**src/rtl/i2c_cond_pkg.sv**
```systemverilog
package i2c_cond_pkg;

    typedef enum logic [1:0] {
        ST_IDLE  = 2'd0,
        ST_HELD  = 2'd1,
        ST_ARMED = 2'd2
    } bus_state_e;

    typedef struct packed {
        logic sda_fall;
        logic sda_rise;
        logic scl_low;
    } line_events_t;

endpackage

```
**src/rtl/i2c_line_sampler.sv**
```systemverilog
module i2c_line_sampler
    import i2c_cond_pkg::*;
#(
    parameter logic IDLE_LEVEL = 1'b1
) (
    input  logic         clk,
    input  logic         rst_n,
    input  logic         sda_in,
    input  logic         scl_in,
    output line_events_t ev
);

    logic sda_q;
    logic scl_q;

    always_ff @(posedge clk) begin
        if (!rst_n) begin
            sda_q <= IDLE_LEVEL;
            scl_q <= IDLE_LEVEL;
        end else begin
            sda_q <= sda_in;
            scl_q <= scl_in;
        end
    end

    // SCL must be high in both samples: a joint change gives no condition
    always_comb begin
        ev.sda_fall = sda_q & ~sda_in & scl_q & scl_in;
        ev.sda_rise = ~sda_q & sda_in & scl_q & scl_in;
        ev.scl_low  = ~scl_in;
    end

endmodule

```
**src/rtl/i2c_cond_fsm.sv**
```systemverilog
module i2c_cond_fsm
    import i2c_cond_pkg::*;
(
    input  logic         clk,
    input  logic         rst_n,
    input  line_events_t ev,
    output logic         start_p,
    output logic         rstart_p,
    output logic         stop_p,
    output logic         bus_busy
);

    bus_state_e state_q;
    bus_state_e state_d;

    always_comb begin
        state_d = state_q;
        unique case (state_q)
            ST_IDLE:  if (ev.sda_fall) state_d = ST_HELD;
            ST_HELD:  if (ev.scl_low)  state_d = ST_ARMED;
            ST_ARMED: begin
                if (ev.sda_fall)      state_d = ST_HELD;
                else if (ev.sda_rise) state_d = ST_IDLE;
            end
            default:  state_d = ST_IDLE;
        endcase
    end

    always_ff @(posedge clk) begin
        if (!rst_n) state_q <= ST_IDLE;
        else        state_q <= state_d;
    end

    always_ff @(posedge clk) begin
        if (!rst_n) begin
            start_p  <= 1'b0;
            rstart_p <= 1'b0;
            stop_p   <= 1'b0;
            bus_busy <= 1'b0;
        end else begin
            start_p  <= (state_q == ST_IDLE)  && ev.sda_fall;
            rstart_p <= (state_q == ST_ARMED) && ev.sda_fall;
            stop_p   <= (state_q == ST_ARMED) && ev.sda_rise;
            bus_busy <= (state_d != ST_IDLE);
        end
    end

endmodule

```
**src/rtl/i2c_start_coll.sv**
```systemverilog
module i2c_start_coll (
    input  logic clk,
    input  logic rst_n,
    input  logic sda_in,
    input  logic sda_drive_lo,
    input  logic bus_idle,
    input  logic coll_clr,
    output logic start_coll
);

    logic drv_q;
    logic set_now;

    assign set_now = sda_drive_lo & ~drv_q & bus_idle & ~sda_in;

    always_ff @(posedge clk) begin
        if (!rst_n) begin
            drv_q      <= 1'b0;
            start_coll <= 1'b0;
        end else begin
            drv_q <= sda_drive_lo;
            if (set_now)       start_coll <= 1'b1;
            else if (coll_clr) start_coll <= 1'b0;
        end
    end

endmodule

```
**src/rtl/i2c_irq_gate.sv**
```systemverilog
module i2c_irq_gate (
    input  logic start_p,
    input  logic rstart_p,
    input  logic stop_p,
    input  logic start_ie,
    input  logic stop_ie,
    input  logic mode_irq_on,
    output logic irq
);

    logic start_en;
    logic stop_en;

    always_comb begin
        start_en = start_ie | mode_irq_on;
        stop_en  = stop_ie | mode_irq_on;
        irq      = ((start_p | rstart_p) & start_en) | (stop_p & stop_en);
    end

endmodule

```
**src/rtl/i2c_cond_det.sv**
```systemverilog
module i2c_cond_det
    import i2c_cond_pkg::*;
(
    input  logic clk,
    input  logic rst_n,
    input  logic sda_in,
    input  logic scl_in,
    input  logic sda_drive_lo,
    input  logic start_ie,
    input  logic stop_ie,
    input  logic mode_irq_on,
    input  logic coll_clr,
    output logic start_p,
    output logic rstart_p,
    output logic stop_p,
    output logic bus_busy,
    output logic start_coll,
    output logic irq
);

    line_events_t ev;

    i2c_line_sampler #(.IDLE_LEVEL(1'b1)) u_sampler (
        .clk    (clk),
        .rst_n  (rst_n),
        .sda_in (sda_in),
        .scl_in (scl_in),
        .ev     (ev)
    );

    i2c_cond_fsm u_fsm (
        .clk      (clk),
        .rst_n    (rst_n),
        .ev       (ev),
        .start_p  (start_p),
        .rstart_p (rstart_p),
        .stop_p   (stop_p),
        .bus_busy (bus_busy)
    );

    i2c_start_coll u_coll (
        .clk          (clk),
        .rst_n        (rst_n),
        .sda_in       (sda_in),
        .sda_drive_lo (sda_drive_lo),
        .bus_idle     (~bus_busy),
        .coll_clr     (coll_clr),
        .start_coll   (start_coll)
    );

    i2c_irq_gate u_irq (
        .start_p     (start_p),
        .rstart_p    (rstart_p),
        .stop_p      (stop_p),
        .start_ie    (start_ie),
        .stop_ie     (stop_ie),
        .mode_irq_on (mode_irq_on),
        .irq         (irq)
    );

endmodule

```
**config.mk**
```make
export PLATFORM = sky130hd
export DESIGN_NAME = i2c_cond_det
export DESIGN_NICKNAME = d
export VERILOG_FILES = /design/src/rtl/i2c_cond_pkg.sv /design/src/rtl/i2c_line_sampler.sv /design/src/rtl/i2c_cond_fsm.sv /design/src/rtl/i2c_start_coll.sv /design/src/rtl/i2c_irq_gate.sv /design/src/rtl/i2c_cond_det.sv
export SDC_FILE = /design/constraint.sdc
export NUM_CORES = 1
export LEC_CHECK = 0
export ABC_CLOCK_PERIOD_IN_PS = 3700
export CAP_MARGIN = 20
export CORE_AREA = 8 8 45 47
export CTS_CLUSTER_DIAMETER = 200
export DETAILED_ROUTE_END_ITERATION = 10
export DIE_AREA = 0 0 53 55
export HOLD_SLACK_MARGIN = 0.03
export PLACE_DENSITY = 0.67
export SLEW_MARGIN = 20
export SYNTH_ARGS = -nofsm -noshare
export SYNTH_HDL_FRONTEND = slang
export SYNTH_SLANG_ARGS = --single-unit
```
**constraint.sdc**
```tcl
create_clock -name clk -period 3.7 [get_ports clk]
set_clock_uncertainty 0.2 [all_clocks]
set_input_delay 0.555 -clock clk [delete_from_list [all_inputs] [get_ports clk]]
set_output_delay 0.555 -clock clk [all_outputs]
set_load 0.03 [all_outputs]
```
==> results of run 1 <==
[worst paths after layout]
check	slack (ns)	to	cells past startpoint
max	1.09	irq	4
min	0.34	u_coll.start_coll	2
max reg2reg	2.37	u_fsm.bus_busy	3
min reg2reg	0.34	u_coll.start_coll	2
[routing by layer]
layer,GRT usage,share of wire
met5,0,0
met4,0.0517,0
met3,0.0241,0.13
met2,0.105,0.43
met1,0.0645,0.44
[cells in the mapped netlist (all sizes together)]
cell type   n  area share
nor2        1      0.0095
nand2       3       0.029
and4bb      1       0.032
and2b       1       0.019
nor3b       2       0.038
buf         1       0.019
o21a        1       0.019
nand4b      1       0.022
dfxtp      10        0.51
o22ai       1       0.016
inv         1      0.0095
a21oi       1       0.013
a31oi       1       0.016
nand2b      2       0.032
nand3       1       0.013
o2111ai     1       0.022
nor2b       2       0.032
or4b        1       0.025
o21ai       2       0.025
nor4b       1       0.022
and2        2       0.032
xnor2       1       0.022
a31o        1       0.022
[state kept, by name, summed over array words and instances, names as in the netlist]
signal and cells:
u_fsm.state_q 2, u_coll.drv_q 1, u_coll.start_coll 1, u_fsm.bus_busy 1, u_fsm.rstart_p 1, u_fsm.start_p 1
u_fsm.stop_p 1, u_sampler.scl_q 1, u_sampler.sda_q 1
[power by group through the flow]
| stage | Clock [mW] | Combinational (mW) | Sequential (mW) |
|---|---|---|---|
| finish | 0.0976 | 0.0297 | 0.115 |
| global route | 0.108 | 0.0319 | 0.116 |
| CTS | 0.101 | 0.0299 | 0.115 |
| detailed placement | 0 | 0.0296 | 0.118 |
| global placement | 0 | 0.0293 | 0.117 |
| floorplan | 0 | 0.0113 | 0.120 |
[area by class of cell]
| cell class | instances | area, µm² |
|---|---|---|
| well taps | 16 | 20.0 |
| clock buffers | 4 | 36.3 |
| multi-input cells | 27 | 181 |
| inverters | 1 | 3.75 |
| flip-flops and latches | 10 | 200 |
| fillers | 147 | 802 |
| repair buffers | 14 | 140 |
[worst reg2reg max path, stage by stage, from the launching register on]
cell and delay, ns:
dfxtp_1 0.42, a31oi_1 0.10, or4b_1 0.47, nand3_1 0.08
[kinds of logic after synthesis]
| logic type | after synthesis |
|---|---|
| and+or+nand+nor | 18 |
| buffers and inverters | 2 |
| xor gates and xnor gates | 1 |
| DFF | 10 |
| AOI/OAI and AO/OA | 8 |
==> metrics.txt, run 1 <==
Worst VDD drop 0.153 mV; Synth cell types 23; CP max-delay cell clkdlybuf4s50_1; GRT overflow 0; Leak 0.221 nW; Crit Path Class input port to output port; post-synthesis sequential element count 10; post-synthesis mux area share 0; worst path bufs/invs 2; sequential share of the synthesized area 0.510; delay-heaviest family, CP buffers and inverters; FP Rows 14; CP startpoint mode_irq_on; post-synthesis cell area 393 µm²; Post-DRT Antenna Nets 0; Period minus WS final 2.61 ns; startpoint types input port; Placement Setup Slack 1.07 ns; port buffer count 14; core area 1380 µm²; largest net degree at the start of global routing 11; adder and majority gate portion of the synthesized area 0; final hold violations 0; Overall Power 0.243 mW; Synth Instances 39; arrival time at the worst endpoint 1.86 ns; Synth Area in Compound Gates 0.134; CTS clock-pin slew for the worst setup and hold paths 0.07 ns; chip height 55 µm; vias in the first global route 345; yosys warns 0; Post-Synth Simple-Gate Area 0.306; Final #Nets 66; CTS max path bufs 2; Clock H-tree levels 1; clock sink count 10; Relative slew margins 0.776; IO Count 15; hold_sp u_coll.drv_q; r2r startpoint u_sampler.sda_q; GPL Wtd Cong 0.725; status finished, final reports clean; routed length per instance 12.4 µm; Post-CTS Resized 0; Comb power frac 0.122; syn_nets 48; die area 2920 µm²; CTS root buf clkbuf_4; TritonCTS Buffers 3; CTS Hold Bufs 0; Seq pwr share 0.475; Die X-Extent 53 µm; Power Dens Cells 417 nW/µm²; commonest cells after routing, fill and taps aside clkdlybuf4s50_1 (14), dfxtp_1 (10), nand2_1 (3), clkbuf_4 (3); Initial Utilization 0.284; DRC Markers 0; CP required 2.94 ns; switching power 0.0539 mW; setup bufs post-CTS 0; critical path's largest stage delay 0.66 ns; worst-path fanout max 2; commonest non-fill, non-tap cell in the layout clkdlybuf4s50_1; Post-Place Cells 68; largest family of logic cells by synthesized area simple AND/OR/NAND/NOR gates; Max Clock Freq 0.383 GHz; final non-filler cell total 72; Initial DRC Count 8; GR Util All Layers 0.0642; Worst Hold Slack 0.343 ns; kind of end point of the critical path output port; Hold Path Class register to register; final setup TNS 0 ns; final WL 892 µm; layout cell share with drive strength beyond 1 0.107; clock power share 0.402; worst-skew pair later-pin latency 0.26 ns; mean area per synthesized cell 10.1 µm²; Slew @ Worst Pin 0.336 ns; CTS tree done; antenna violations before repair 0; Pins Over Slew Limit 0; period utilization 0.706; Placed Area 546 µm²; Antenna Cells 0; critical-path cell list clkdlybuf4s50_1, o21ai_0, nand2_1, clkdlybuf4s50_1; Post-DP HPWL 657 µm; final setup margin 1.09 ns; Via density 4.99; Post-Synth XOR/XNOR Area 0.0223; Area Overhead vs Synth 48.1%; global-route wire length before repair 1370 µm; most used cell, CP clkdlybuf4s50_1; Max Cap Violations 0; Vias 359; DRT Pass-1 Iters 4; fin area 582 µm²; Pint 0.189 mW; final core area utilization 0.420; unrepaired setup endpoints after global routing no; Sw Ratio 0.222; Final setup viols 0
No activity file was read; power rests on OpenSTA's default activity.
==> inputs of run 2 (changes only) <==
--- a/config.mk
+++ b/config.mk
@@ -5,7 +5,7 @@
 export SDC_FILE = /design/constraint.sdc
 export NUM_CORES = 1
 export LEC_CHECK = 0
-export ABC_CLOCK_PERIOD_IN_PS = 3700
+export ABC_CLOCK_PERIOD_IN_PS = 2500
 export CAP_MARGIN = 20
 export CORE_AREA = 8 8 45 47
 export CTS_CLUSTER_DIAMETER = 200
==> constraint.sdc (replaced) <==
create_clock -name clk -period 2.5 [get_ports clk]
set_clock_uncertainty 0.2 [all_clocks]
set_input_delay 0.375 -clock clk [delete_from_list [all_inputs] [get_ports clk]]
set_output_delay 0.375 -clock clk [all_outputs]
set_load 0.03 [all_outputs]
==> run 2 against run 1 <==
Against the previous run:
- final cell count is the same
- register-to-register slack lost 1.2 ns
- final area is the same
- critical endpoint unchanged
- setup slack lost 0.84 ns
- critical path depth is the same
- clock power grew 49%
- sequential share of layout area is the same
- clock-buffer cell count is the same
- worst hold slack is essentially flat
- non-clock buffer count is the same
- total power grew 48%
==> metrics.txt, run 2 (synthesis gave the netlist of run 1 again) <==
status finished, final reports clean; IO Count 15; Final #Nets 66; Hold Path Stages 2; Seq pwr share 0.474; Period minus WS final 2.25 ns; global-route wire length before repair 1360 µm; Overall Power 0.360 mW; CP required 1.92 ns; Antenna Cells 0; worst-skew pair later-pin latency 0.27 ns; DRC Markers 0; period utilization 0.901; clock sink count 10; port buffer count 14; Post-DP HPWL 657 µm; Placed Area 546 µm²; Via density 5.00; Slew @ Worst Pin 0.327 ns; CTS clock-pin slew for the worst setup and hold paths 0.07 ns; fillers 146; Comb power frac 0.122; Area Overhead vs Synth 48.1%; final setup TNS 0 ns; TritonCTS Buffers 3; switching power 0.0806 mW; Largest Register u_fsm.state_q; max FFs per register 2; Relative slew margins 0.782; Clock H-tree levels 1; kind of end point of the critical path output port; Crit Path Class input port to output port; Final setup viols 0; Max Clock Freq 0.444 GHz; die area 2920 µm²; Max Cap Violations 0; fin area 582 µm²; Pins Over Slew Limit 0; CTS tree done; final hold violations 0; unrepaired setup endpoints after global routing no; setup bufs post-CTS 0; antenna violations before repair 0; Die X-Extent 53 µm; Vias 360; chip height 55 µm; vias in the first global route 341; worst-path fanout max 2; CTS max path bufs 2; CTS root buf clkbuf_4; commonest cells after routing, fill and taps aside clkdlybuf4s50_1 (14), dfxtp_1 (10), nand2_1 (3), clkbuf_4 (3); layout cell share with drive strength beyond 1 0.107; GR Util All Layers 0.0636; clock power share 0.404; GRT overflow 0; startpoint types input port; Hold Path Class register to register; DRT Pass-1 Iters 4; Initial Utilization 0.284; Sw Ratio 0.224; final WL 898 µm; commonest non-fill, non-tap cell in the layout clkdlybuf4s50_1; Post-CTS Resized 0; Worst VDD drop 0.226 mV; Leak 0.221 nW; Post-DRT Antenna Nets 0; Power Dens Cells 619 nW/µm²; FP Rows 14; largest net degree at the start of global routing 11; GPL Wtd Cong 0.725; routed length per instance 12.5 µm; CTS Hold Bufs 0; Pint 0.279 mW; Worst Reg2Reg Path Length in Cells 3; Initial DRC Count 7; core area 1380 µm²; arrival time at the worst endpoint 1.68 ns
[run 2: per-layer routing]
layer | GRT usage | routed length [µm] | share of wire
met1 | 0.0630 | 392 | 0.44
met2 | 0.105 | 364 | 0.41
met3 | 0.0241 | 115 | 0.13
met4 | 0.0517 | 26 | 0.029
met5 | 0 | 0 | 0
[run 2: area by class of cell]
cell class,instances,area [µm²],share of cell area
inverter,1,3.75,0.00645
multi-input combinational,27,181,0.312
clock buffer,4,36.3,0.0624
tap,16,20.0,0.0344
timing repair buffer,14,140,0.241
sequential,10,200,0.344
[run 2: worst max-delay path, stage by stage]
cell and delay, ns:
clkdlybuf4s50_1 0.48, o21ai_0 0.09, nand2_1 0.07, clkdlybuf4s50_1 0.66
[run 2: path summary, 6_finish.rpt]
check                       start                end  slack [ns]
hold / removal       u_coll.drv_q  u_coll.start_coll        0.34
setup reg to reg  u_sampler.sda_q     u_fsm.bus_busy        1.17
hold reg to reg      u_coll.drv_q  u_coll.start_coll        0.34
setup / recovery      mode_irq_on                irq        0.25
[run 2: stage by stage]
stage / instances / util / hold slack [ns] / worst slack [ns]
2_1_floorplan: 39 / - / 0.276 / 1.07
3_3_place_gp: 68 / 0.394 / 0.336 / 0.275
3_5_place_dp: 68 / 0.394 / 0.338 / 0.234
4_1_cts: 72 / 0.420 / 0.348 / 0.231
5_1_grt: 72 / 0.420 / 0.369 / 0.168
6_report: 72 / 0.420 / 0.343 / 0.249
[run 2: power groups by stage]
stage | logic (mW) | registers [mW] | clock network [mW]
6_report | 0.0438 | 0.171 | 0.145
3_5_place_dp | 0.0439 | 0.174 | 0
2_1_floorplan | 0.0167 | 0.178 | 0
5_1_grt | 0.0471 | 0.171 | 0.160
4_1_cts | 0.0443 | 0.170 | 0.149
3_3_place_gp | 0.0434 | 0.174 | 0
==> inputs of run 3 (changes only) <==
--- a/config.mk
+++ b/config.mk
@@ -9,6 +9,7 @@
 export CAP_MARGIN = 20
 export CORE_AREA = 8 8 45 47
 export CTS_CLUSTER_DIAMETER = 200
+export CTS_CLUSTER_SIZE = 24
 export DETAILED_ROUTE_END_ITERATION = 10
 export DIE_AREA = 0 0 53 55
 export HOLD_SLACK_MARGIN = 0.03
==> results of run 3 <==
Same layout as run 2: the final DEF is identical, and so are final timing and power.
